--- src/rtl/rdtrk_pkg.sv ---
package rdtrk_pkg;

   typedef enum logic [1:0] {
      SL_IDLE = 2'd0,   // slot free
      SL_WAIT = 2'd1,   // accepted, request not yet taken
      SL_PEND = 2'd2,   // request taken, timer running
      SL_DONE = 2'd3    // answer held, waiting for its R turn
   } slot_st_e;

   localparam logic [1:0] RESP_OKAY   = 2'b00;
   localparam logic [1:0] RESP_SLVERR = 2'b10;

endpackage

--- src/rtl/rdtrk_tag_ring.sv ---
// Tags are retired in the order they were handed out, so the free tags
// always form one contiguous run: a write and a read pointer suffice.
module rdtrk_tag_ring #(
   parameter  int N_SLOTS = 8,
   localparam int TAG_W   = $clog2(N_SLOTS),
   localparam int OCC_W   = $clog2(N_SLOTS + 1)
) (
   input  logic             clk,
   input  logic             rst_n,
   input  logic             alloc,
   input  logic             retire,
   output logic [TAG_W-1:0] wr_tag,
   output logic [TAG_W-1:0] rd_tag,
   output logic [OCC_W-1:0] occ,
   output logic             full
);

   always_ff @(posedge clk) begin
      if (!rst_n) begin
         wr_tag <= '0;
         rd_tag <= '0;
         occ    <= '0;
      end else begin
         if (alloc)  wr_tag <= wr_tag + 1'b1;
         if (retire) rd_tag <= rd_tag + 1'b1;
         case ({alloc, retire})
            2'b10:   occ <= occ + 1'b1;
            2'b01:   occ <= occ - 1'b1;
            default: occ <= occ;
         endcase
      end
   end

   assign full = (occ == OCC_W'(N_SLOTS));

endmodule

--- src/rtl/rdtrk_req_stage.sv ---
// One-entry output register for the outbound request port.
module rdtrk_req_stage #(
   parameter int ADDR_W = 32,
   parameter int TAG_W  = 3
) (
   input  logic              clk,
   input  logic              rst_n,
   input  logic              load,
   input  logic [ADDR_W-1:0] load_addr,
   input  logic [TAG_W-1:0]  load_tag,
   output logic              can_load,
   output logic              out_valid,
   input  logic              out_ready,
   output logic [ADDR_W-1:0] out_addr,
   output logic [TAG_W-1:0]  out_tag
);

   always_ff @(posedge clk) begin
      if (!rst_n) begin
         out_valid <= 1'b0;
         out_addr  <= '0;
         out_tag   <= '0;
      end else if (load) begin
         out_valid <= 1'b1;
         out_addr  <= load_addr;
         out_tag   <= load_tag;
      end else if (out_ready) begin
         out_valid <= 1'b0;
      end
   end

   assign can_load = !out_valid || out_ready;

endmodule

--- src/rtl/rdtrk_slot.sv ---
// One pending-read entry: life-cycle state, timeout counter, answer.
module rdtrk_slot
   import rdtrk_pkg::*;
#(
   parameter  int DATA_W     = 32,
   parameter  int TMO_CYCLES = 64,
   localparam int CNT_W      = $clog2(TMO_CYCLES)
) (
   input  logic              clk,
   input  logic              rst_n,
   input  logic              alloc,
   input  logic              issue,
   input  logic              cpl_hit,
   input  logic              cpl_err,
   input  logic [DATA_W-1:0] cpl_data,
   input  logic              retire,
   output logic              done,
   output logic              err,
   output logic [DATA_W-1:0] data
);

   localparam logic [CNT_W-1:0] LAST = CNT_W'(TMO_CYCLES - 1);

   slot_st_e         st;
   logic [CNT_W-1:0] tmr;

   always_ff @(posedge clk) begin
      if (!rst_n) begin
         st   <= SL_IDLE;
         tmr  <= '0;
         err  <= 1'b0;
         data <= '0;
      end else begin
         case (st)
            SL_IDLE: if (alloc) st <= SL_WAIT;
            SL_WAIT: if (issue) begin
               st  <= SL_PEND;
               tmr <= '0;
            end
            SL_PEND: begin
               if (cpl_hit) begin
                  st   <= SL_DONE;
                  err  <= cpl_err;
                  data <= cpl_err ? '0 : cpl_data;
               end else if (tmr == LAST) begin
                  st   <= SL_DONE;
                  err  <= 1'b1;
                  data <= '0;
               end else begin
                  tmr <= tmr + 1'b1;
               end
            end
            SL_DONE: if (retire) st <= SL_IDLE;
            default: st <= SL_IDLE;
         endcase
      end
   end

   assign done = (st == SL_DONE);

endmodule

--- src/rtl/read_tracker.sv ---
module read_tracker
   import rdtrk_pkg::*;
#(
   parameter  int ADDR_W     = 32,
   parameter  int DATA_W     = 32,
   parameter  int N_SLOTS    = 8,
   parameter  int TMO_CYCLES = 64,
   localparam int TAG_W      = $clog2(N_SLOTS),
   localparam int OCC_W      = $clog2(N_SLOTS + 1)
) (
   input  logic              clk,
   input  logic              rst_n,
   input  logic              s_arvalid,
   output logic              s_arready,
   input  logic [ADDR_W-1:0] s_araddr,
   output logic              s_rvalid,
   input  logic              s_rready,
   output logic [DATA_W-1:0] s_rdata,
   output logic [1:0]        s_rresp,
   output logic              req_valid,
   input  logic              req_ready,
   output logic [ADDR_W-1:0] req_addr,
   output logic [TAG_W-1:0]  req_tag,
   input  logic              cpl_valid,
   input  logic [TAG_W-1:0]  cpl_tag,
   input  logic              cpl_err,
   input  logic [DATA_W-1:0] cpl_data
);

   // elaboration-time parameter checks
   if (N_SLOTS < 2 || (N_SLOTS & (N_SLOTS - 1)) != 0) begin : g_bad_slots
      $error("read_tracker: N_SLOTS must be a power of two, at least 2");
   end
   if (TMO_CYCLES < 2) begin : g_bad_tmo
      $error("read_tracker: TMO_CYCLES must be at least 2");
   end
   if (ADDR_W < 1 || DATA_W < 1) begin : g_bad_width
      $error("read_tracker: widths must be positive");
   end

   logic             ar_fire, req_fire, r_fire;
   logic             can_load, full;
   logic [TAG_W-1:0] wr_tag, rd_tag;
   logic [OCC_W-1:0] occ;

   logic              slot_done [N_SLOTS];
   logic              slot_err  [N_SLOTS];
   logic [DATA_W-1:0] slot_data [N_SLOTS];

   assign s_arready = !full && can_load;
   assign ar_fire   = s_arvalid && s_arready;
   assign req_fire  = req_valid && req_ready;
   assign r_fire    = s_rvalid && s_rready;

   rdtrk_tag_ring #(.N_SLOTS(N_SLOTS)) u_ring (
      .clk    (clk),
      .rst_n  (rst_n),
      .alloc  (ar_fire),
      .retire (r_fire),
      .wr_tag (wr_tag),
      .rd_tag (rd_tag),
      .occ    (occ),
      .full   (full)
   );

   rdtrk_req_stage #(.ADDR_W(ADDR_W), .TAG_W(TAG_W)) u_req (
      .clk       (clk),
      .rst_n     (rst_n),
      .load      (ar_fire),
      .load_addr (s_araddr),
      .load_tag  (wr_tag),
      .can_load  (can_load),
      .out_valid (req_valid),
      .out_ready (req_ready),
      .out_addr  (req_addr),
      .out_tag   (req_tag)
   );

   for (genvar g = 0; g < N_SLOTS; g++) begin : g_slot
      localparam logic [TAG_W-1:0] ID = TAG_W'(g);
      rdtrk_slot #(.DATA_W(DATA_W), .TMO_CYCLES(TMO_CYCLES)) u_slot (
         .clk      (clk),
         .rst_n    (rst_n),
         .alloc    (ar_fire   && (wr_tag  == ID)),
         .issue    (req_fire  && (req_tag == ID)),
         .cpl_hit  (cpl_valid && (cpl_tag == ID)),
         .cpl_err  (cpl_err),
         .cpl_data (cpl_data),
         .retire   (r_fire    && (rd_tag  == ID)),
         .done     (slot_done[g]),
         .err      (slot_err[g]),
         .data     (slot_data[g])
      );
   end

   // head-of-line return: the oldest outstanding slot drives the R port
   assign s_rvalid = slot_done[rd_tag];
   assign s_rdata  = slot_data[rd_tag];
   assign s_rresp  = slot_err[rd_tag] ? RESP_SLVERR : RESP_OKAY;

endmodule

--- config.mk ---
export PLATFORM = sky130hd
export DESIGN_NAME = read_tracker
export DESIGN_NICKNAME = d
export VERILOG_FILES = /design/src/rtl/rdtrk_pkg.sv /design/src/rtl/rdtrk_tag_ring.sv /design/src/rtl/rdtrk_req_stage.sv /design/src/rtl/rdtrk_slot.sv /design/src/rtl/read_tracker.sv
export SDC_FILE = /design/constraint.sdc
export NUM_CORES = 1
export LEC_CHECK = 0
export CAP_MARGIN = 10
export CORE_MARGIN = 2
export CORE_UTILIZATION = 55
export DETAILED_ROUTE_END_ITERATION = 6
export PLACE_DENSITY = 0.76
export SETUP_SLACK_MARGIN = 0.5
export SYNTH_ARGS = -nofsm -noshare
export SYNTH_HDL_FRONTEND = slang
export SYNTH_SLANG_ARGS = --single-unit
--- constraint.sdc ---
create_clock -name clk -period 7.05 [get_ports clk]
set_input_delay 1.41 -clock clk [delete_from_list [all_inputs] [get_ports clk]]
set_output_delay 1.41 -clock clk [all_outputs]
set_load 0.02 [all_outputs]
# [Word-level counts from Yosys, hierarchy flattened]
# Cells that the tools add are included.
[totals] ff_bits=374
[classes] addsub=12 magnitude_cmp=1 eq_ne=111 muxes=126 bitwise_logic=1 n_reduce_logical=93
[ops] op="$mux W32" n=19
[ops] op="$mux W6" n=24
[ops] op="$bmux W32 S3" n=1
[ops] op="$pmux W6 S2" n=8
[ops] op="$mux W2" n=41
[ops] op="$pmux W2 S4" n=8
[ops] op="$reduce_and A4 Y1" n=16
[ops] op="$add A6 B1 Y6 const B" n=8
[ops] op="$eq A3 B3 Y1 const B" n=16
[ops] op="$eq A6 B6 Y1 const B" n=8
[ops] op="$ne A2 B1 Y1 const B" n=24
[ops] op="$logic_and A1 B1 Y1" n=36
[ops] op="$reduce_bool A2 Y1" n=18
[ops] op="$eq A2 B2 Y1 const B" n=17
[ops] op="$ne A2 B2 Y1 const B" n=16
[ops] op="$eq A3 B2 Y1 const B" n=8
[ops] op="$ne A3 B1 Y1 const B" n=8
[ops] op="$mux W1" n=22
[ops] op="$eq A2 B1 Y1 const B" n=9
[ops] op="$logic_not A2 Y1" n=8
[ops] op="$reduce_and A2 Y1" n=8
[ops] op="$eq A3 B1 Y1 const B" n=4
[ops] op="$logic_not A3 Y1" n=4
[ops] op="$pmux W4 S2" n=1
[ops] op="9 further kinds" n=12

# [Logic depth before layout (Yosys ltp)]
# Gate-level depths: netlist of the first run.
[depth] ltp_word=8 mapped_depth=12 ltp_nobuf=11

# [By module]
# From an unflattened synthesis of the first run, not the netlist that was laid out.
[hier_totals] hier_cells=1531 area_unflattened_um2=17026.3
[by_module_without_submodules] module="rdtrk_slot" n_inst=8 cells_each=138 area_each_um2=1591.5 seq_area_each_um2=820.8
[by_module_without_submodules] module="read_tracker" n_inst=1 cells_each=259 area_each_um2=2386.0 seq_area_each_um2=0.0
[by_module_without_submodules] module="rdtrk_req_stage" n_inst=1 cells_each=116 area_each_um2=1390.1 seq_area_each_um2=720.7
[by_module_without_submodules] module="rdtrk_tag_ring" n_inst=1 cells_each=52 area_each_um2=518.0 seq_area_each_um2=200.2

# [Worst setup path before layout of the first run]
# Ideal clock, no wire load.
[synth_path] kind="input -> register" from="in req_ready" to="reg u_ring.occ[2]" setup_ns=0.071 arrival_ns=3.300 required_ns=6.979 setup_slack_ns=3.679 path_stages=12 path_cell_list="nor2b_1 nor3b_1 buf_2 inv_2 buf_2 ha_1 xor2_1 ha_1 a21oi_1 xor2_1 or3_1 a21oi_1"
[synth_between] elab_chain_cells=5 word_cells_on_any_way=7
[synth_lines] item="from (decl)" line="read_tracker.sv:21" text="input logic req_ready,"
[synth_lines] item="$logic_or A1 B1 Y1 *" line="rdtrk_req_stage.sv:32" text="assign can_load = !out_valid || out_ready;"
[synth_lines] item="$logic_and A1 B1 Y1 *" line="read_tracker.sv:50" text="assign s_arready = !full && can_load;"
[synth_lines] item="$logic_and A1 B1 Y1 *" line="read_tracker.sv:51" text="assign ar_fire = s_arvalid && s_arready;"
[synth_lines] item="$eq A2 B1 Y1 or $eq A2 B2 Y1 (tied branches)" line="rdtrk_tag_ring.sv:26" text="case ({alloc, retire})"
[synth_lines] item="$pmux W4 S2 or $reduce_bool A2 Y1 (tied branches)"
[synth_lines] item="to (signal assigned)" line="rdtrk_tag_ring.sv:27" text="2'b10: occ <= occ + 1'b1;"
[synth_lines] item="to (signal assigned)" line="rdtrk_tag_ring.sv:28" text="2'b01: occ <= occ - 1'b1;"
[synth_lines] item="to (decl)" line="rdtrk_tag_ring.sv:14" text="output logic [OCC_W-1:0] occ,"
# Every way passes the cells marked *; elsewhere a longest branch is shown, timed or not.
# A chain may end at the register's enable or synchronous reset.

# [Worst setup path in the final report of the first run]
[layout_path] from="reg u_ring.rd_tag[1]" to="out s_rdata[18]"
[layout_between] elab_chain_cells=4
[layout_lines] item="from (decl)" line="rdtrk_tag_ring.sv:13" text="output logic [TAG_W-1:0] rd_tag,"
[layout_lines] item="from (signal assigned)" line="rdtrk_tag_ring.sv:25" text="if (retire) rd_tag <= rd_tag + 1'b1;"
[layout_lines] item="$not A3 Y4 (implied by the code)" line="read_tracker.sv:98" text="assign s_rdata = slot_data[rd_tag];"
[layout_lines] item="$bmux W32 S3" line="read_tracker.sv:98"
[layout_lines] item="$mux W32 (implied by the code) (2 in series)" line="read_tracker.sv:98"
[layout_lines] item="to (decl)" line="read_tracker.sv:18" text="output logic [DATA_W-1:0] s_rdata,"
# No other way between the ends. The select of a mux whose other input is x is not followed.

==> flow_summary.yaml, run 1 <==
critical_path:
  reg2regPathDepth: 10
  path_common_cell: "nand2_1"
  end_kind: "output port"
  cp_slowest_cell: "dfxtp_4"
  reg2reg_from: "u_ring.rd_tag[1]"
  reg2reg_to: "u_ring.occ[2]"
  r2r_slack_ps: 4000
  start_kind: "flop"
  arrival_ps: 3240
  max_stage_delay_ps: 910
  crit_fanout: 45
  critical_path_required_ps: 5640
  crit_type: "flop to output port"
  path_cells: "buf_4 > mux4_2 > nand2_1 > nand2_1 > clkdlybuf4s50_1"
placement:
  port_buffers: 144
  routabilityCongestion: 0.857
  dp_hpwl_um: 26500
  dp_slack_ps: 2840
clock_tree:
  htreeDepth: 2
  cts_tree: "done"
  cts_buffer_depth: 3
  clkSinkCount: 374
  postCtsHoldBufs: 0
  cts_root_buf: "clkbuf_16"
  clock_latency_ps: 550
  clk_pin_slew_ps: 60
  cts_resized: 0
  cts_inserted_buffers: 41
  postCtsSetupBuffers: 0
outcome:
  outcome: "completed"
grt:
  grt_usage_pct: 27.6
  grt_max_degree: 191
  grt_overflow: 0
  grt_pass1_vias: 13900
  grt_antenna_before_repair: 0
  grt_pass1_wl_um: 73200
timing:
  rsz0062_at_grt: "false"
  final_hold_viol_count: 0
  worst_pin_slew_ps: 1120
  slew_headroom_pct: 25.2
  drv_slew: 0
  finalSetupViolCount: 0
  max_freq_mhz: 215
  finalClockSkew_ps: 23.4
  setup_ws_ps: 2400
  tns_ps: 0
  fin_crit_ps: 4650
  layout_worst_path_cycle_share_pct: 65.9
power:
  swShare_pct: 25.5
  p_sw_uw: 1270
  p_leak_uw: 0.00710
  power.density_nw_per_um2: 249
  pwr-share-seq_pct: 44.9
  power.share.clock_pct: 43.6
  pwr-share-comb_pct: 11.6
  p_int_uw: 3690
  irDropWorstVdd_v: 0.000190
run:
  drv_cap: 0
logic_synthesis:
  postSynthAreaPerCell_um2: 9.22
  synth.area.top_cells: "dfxtp_1 (44%), a22oi_1 (11%), mux4_2 (8.8%), nor2_1 (6.9%), nand2_1 (5.0%)"
  synth.distinct_cells: 70
  synthCells: 1852
  synthArstFlopShare_pct: 0
  ys_seq_elements: 374
  syn-cell-area_um2: 17100
  yosysMostFrequentCell: "dfxtp_1"
  synthTopCellsByCount: "dfxtp_1 (374), nor2_1 (315), a22oi_1 (256)"
  syn_nets: 1981
  synth_top_cell_by_area: "dfxtp_1"
  ys_seq_area_share_pct: 43.8
  synth-main-ff-cell: "dfxtp_1"
  synth_edf_count: 0
  yosys.area.top_type_share_pct: 43.8
  ys_warn_count: 0
hold_path:
  hold-path-endpoint: "u_req.out_addr[29]"
  min_delay_path_depth: 2
  hp-start: "u_req.out_addr[29]"
  hp-class: "flop to flop"
cells_and_area:
  n_antenna_cell: 0
  syn2layout_area_growth_pct: 16.6
  fill_cells: 2463
  final_nets: 2020
  layout-drive-gt1-share_pct: 9.51
route:
  wl_um: 46200
  vias: 14200
  avgRoutedWirePerCell_um: 19.9
  drtIter0Drc: 1434
  postRouteAntennaNets: 0
  vias_per_cell: 6.11
  drc: 0
  first_pass_iters: 6
die:
  io_pins: 146
  rows: 64
  die_h_um: 180
  dieArea_um2: 32500
  initial_utilization_pct: 55.8
  die_w_um: 180
  coreArea_um2: 30600
==> cells by family (layout without fill, tap and decap cells) <==
| family | after synthesis | in the layout | synth area share, % |
|---|---|---|---|
| compound gates | 418 | 418 | 18.6 |
| flops | 374 | 374 | 43.8 |
| mux | 93 | 93 | 10.5 |
| other cells | 1 | 1 | 0.0220 |
| simple gates | 646 | 646 | 15.8 |
| fa+ha+maj | 55 | 55 | 4.03 |
| buf+inv | 224 | 296 | 5.20 |
| xor+xnor | 41 | 41 | 2.10 |
==> how the worst max path moves through the flow <==
| stage | start | endpoint | slack [ps] | cells past startpoint |
|---|---|---|---|---|
| 2_1_floorplan | req_ready | u_ring.occ[2] | 3680 | 12 |
| 3_3_place_gp | req_ready | s_arready | 2880 | 4 |
| 4_1_cts | u_ring.rd_tag[1] | s_rdata[23] | 2330 | 5 |
| 6_report | u_ring.rd_tag[1] | s_rdata[18] | 2400 | 5 |
| 3_5_place_dp | req_ready | s_arready | 2840 | 4 |
| 5_1_grt | u_ring.rd_tag[1] | s_rdata[17] | 2230 | 5 |
==> state kept, by name, indices dropped and copies added (netlist names) <==
register            count
u_req.out_valid         1
g_slot.u_slot.data    256
g_slot.u_slot.tmr      48
g_slot.u_slot.st       16
g_slot.u_slot.err       8
u_req.out_addr         32
u_req.out_tag           3
u_ring.occ              4
u_ring.rd_tag           3
u_ring.wr_tag           3
==> power groups by stage <==
stage | clock network [µW] | registers, µW | logic [µW]
2_1_floorplan | 0 | 2260 | 393
3_3_place_gp | 0 | 2260 | 544
3_5_place_dp | 0 | 2270 | 564
4_1_cts | 2180 | 2220 | 570
5_1_grt | 2260 | 2230 | 624
6_report | 2160 | 2220 | 573
==> cell type report <==
type / count / area [µm²] / area share, %
Timing Repair Buffer: 170 / 1650 / 8.27
Sequential cell: 374 / 7500 / 37.7
Clock inverter: 20 / 220 / 1.11
Multi-Input combinational cell: 1254 / 8710 / 43.8
Clock buffer: 56 / 1140 / 5.74
Inverter: 50 / 195 / 0.981
Tap cell: 396 / 495 / 2.49
==> layout by cell type, fill, tap and decap left out, types with 9 or more instances in the layout <==
cell	count
clkbuf_1	9
a21oi_1	59
ha_1	55
mux2i_1	24
nand2_1	227
inv_1	47
buf_4	24
nor2b_1	43
clkdlybuf4s50_1	144
dfxtp_1	371
a22oi_1	256
o2bb2ai_1	9
nand3_1	20
xnor2_1	37
clkbuf_16	41
mux4_2	67
and2_1	9
a211oi_1	30
nor2_1	315
==> per-stage QoR <==
| stage | power, µW | hold WS [ps] | cells | util [%] | instance area (µm²) |
|---|---|---|---|---|---|
| final | 4950 | 453 | 2320 | 65.1 | 19900 |
| after global routing | 5120 | 476 | 2320 | 65.1 | 19900 |
| after CTS | 4970 | 455 | 2319 | 65.1 | 19900 |
| after detailed placement | 2830 | 448 | 2243 | 60.6 | 18500 |
| after global placement | 2810 | 441 | 2243 | 60.6 | 18500 |
| after floorplan | 2660 | 460 | 1852 | - | 17100 |
==> critical path: cells and delay by family (launching register included) <==
family	cells	cell delay (ps)
DFF	1	910
buffers and inverters	2	1020
and+or+nand+nor	2	180
muxes	1	550
==> per-layer routing <==
layer / share of wire [%] / vias up / GRT usage [%]
met2: 47 / 588 / 46.0
li1: - / 6594 / -
met3: 8.5 / 89 / 4.20
met4: 2.6 / 0 / 10.2
met1: 42 / 6895 / 36.4
met5: 0 / - / 0
Power figures use the tool's default switching activity.
==> inputs of run 2 (changes only) <==
Settings changed: CORE_UTILIZATION 55 to 53, PLACE_DENSITY 0.76 to 0.77.
Clock period 7.05 ns to 4.1 ns, I/O delays scaled along.
==> flow_summary.yaml, run 2 (synthesis gave the netlist of run 1 again) <==
outcome:
  outcome: "completed"
cells_and_area:
  layout_commonest_cell: "dfxtp_1"
  mostFrequentLayoutCells: "dfxtp_1 (371), nor2_1 (315), a22oi_1 (256)"
  layout-drive-gt1-share_pct: 10.5
  largest-register: "g_slot.u_slot.data"
  n_antenna_cell: 0
  fin_cells: 2341
  largestRegisters: "g_slot.u_slot.data x256, g_slot.u_slot.tmr x48, u_req.out_addr x32"
  syn2layout_area_growth_pct: 18.3
  final_nets: 2039
  largest_register_ffs: 256
  final_cell_area_um2: 20200
timing:
  tns_ps: 0
  worst_pin_slew_ps: 766
  layout_worst_path_cycle_share_pct: 82.4
  slew_headroom_pct: 48.8
  rsz0062_at_grt: "false"
  final_hold_viol_count: 0
  whs_ps: 452
  drv_slew: 0
  max_freq_mhz: 296
  finalClockSkew_ps: 30.5
  finalSetupViolCount: 0
  setup_ws_ps: 722
  fin_crit_ps: 3380
die:
  dieArea_um2: 33700
  die_h_um: 184
  coreArea_um2: 31600
  rows: 65
  io_pins: 146
  die_w_um: 184
  initial_utilization_pct: 54.0
critical_path:
  end_kind: "output port"
  start_kind: "flop"
  crit_type: "flop to output port"
  reg2reg_from: "u_ring.rd_tag[1]"
  worst-path-stages: 5
  path_cells: "buf_12 > mux4_2 > nand2_1 > nand2_1 > clkdlybuf4s50_1"
  path_common_cell: "nand2_1"
  cp-startpoint: "u_ring.rd_tag[0]"
  cp_slowest_cell: "clkdlybuf4s50_1"
  crit_fanout: 46
  reg2reg_to: "u_ring.occ[2]"
  arrival_ps: 2560
  path_buf_inv: 2
  critical_path_required_ps: 3280
  path_delay_family: "buffers and inverters"
  reg2regPathDepth: 12
  max_stage_delay_ps: 560
  r2r_slack_ps: 1230
  worstSetupEndpoint: "s_rdata[11]"
route:
  wl_um: 46700
  postRouteAntennaNets: 0
  avgRoutedWirePerCell_um: 19.9
  vias: 14400
  first_pass_iters: 5
  drtIter0Drc: 1328
  drc: 0
  vias_per_cell: 6.13
clock_tree:
  cts_inserted_buffers: 39
  cts_buffer_depth: 3
  cts_tree: "done"
  clkSinkCount: 374
  clk_pin_slew_ps: 60
  cts_resized: 0
  htreeDepth: 2
  clock_latency_ps: 550
  cts_root_buf: "clkbuf_16"
placement:
  dp_slack_ps: 771
  port_buffers: 144
  dp_hpwl_um: 27900
  dpl.cell_count: 2266
  placed_area_um2: 18700
  routabilityCongestion: 0.868
grt:
  grt_max_degree: 103
  grt_pass1_wl_um: 74300
  grt_usage_pct: 27.4
  grt_antenna_before_repair: 0
  grt_pass1_vias: 14200
  grt_overflow: 0
hold_path:
  hp-class: "flop to flop"
  hp-start: "u_req.out_addr[7]"
run:
  drv_cap: 0
power:
  p_leak_uw: 0.00723
  irDropWorstVdd_v: 0.000320
  power.density_nw_per_um2: 427
run 2: changes by cell type in the layout (fill, tap and decap cells not counted), moves of 2 or more:
| cell | before | now |
|---|---|---|
| bufinv_16 | 4 | 6 |
| clkbuf_8 | 6 | 9 |
| buf_4 | 24 | 37 |
| clkbuf_1 | 9 | 6 |
| clkbuf_16 | 41 | 39 |
| clkinvlp_4 | 1 | 3 |
| buf_12 | 1 | 8 |
| clkinv_1 | 4 | 1 |
| clkinv_2 | 8 | 3 |
run 2: where the power goes:
part / total [µW] / internal (µW) / leakage, µW / switching, µW
Clock: 3790 / 2310 / 0.000672 / 1490
Combinational: 1020 / 418 / 0.00354 / 601
Sequential: 3810 / 3720 / 0.00302 / 91.5
run 2: area by class of cell:
type	count	area, µm²
clock buffers	54	1120
clock inverters	16	264
fillers	2563	11400
inverters	50	195
multi-input cells	1254	8710
flip-flops and latches	374	7500
well taps	402	503
repair buffers	191	1920
run 2: tightest hold or removal path, cell delays in order (launching register included):
cell and delay, ps:
dfxtp_1 300, nand2_1 50, a21oi_1 50
run 2: stage by stage:
| step | utilization [%] | power, µW |
|---|---|---|
| final | 63.9 | 8630 |
| after global routing | 63.9 | 8920 |
| after CTS | 63.8 | 8660 |
| after detailed placement | 59.3 | 4880 |
| after global placement | 59.3 | 4840 |
| after floorplan | - | 4570 |
run 2: how the worst min path moves through the flow:
stage               cells past startpoint                   endpoint  slack, ps
finish                                  2          u_req.out_addr[7]        450
global route                            2         u_req.out_addr[24]        470
CTS                                     2         u_req.out_addr[24]        450
detailed placement                      2          u_req.out_addr[7]        450
global placement                        2          u_req.out_addr[7]        440
floorplan                               2  g_slot[7].u_slot.data[26]        460
run 2: what timing repair did:
item                                    in CTS  in global routing
endpoints found under the setup margin      22                  2
buffers inserted                             4                  1
hold buffers                                 0                  0
gates cloned                                 0                  0
run 2: per-layer routing:
layer | vias to the layer above | part of all wire (%) | wire length (µm) | track usage [%]
met2 | 692 | 47 | 22100 | 45.3
met5 | - | 0 | 0 | 0
met3 | 100 | 8.9 | 4140 | 4.38
li1 | 6640 | - | - | -
met4 | 0 | 2.6 | 1230 | 9.82
met1 | 6928 | 41 | 19200 | 36.5
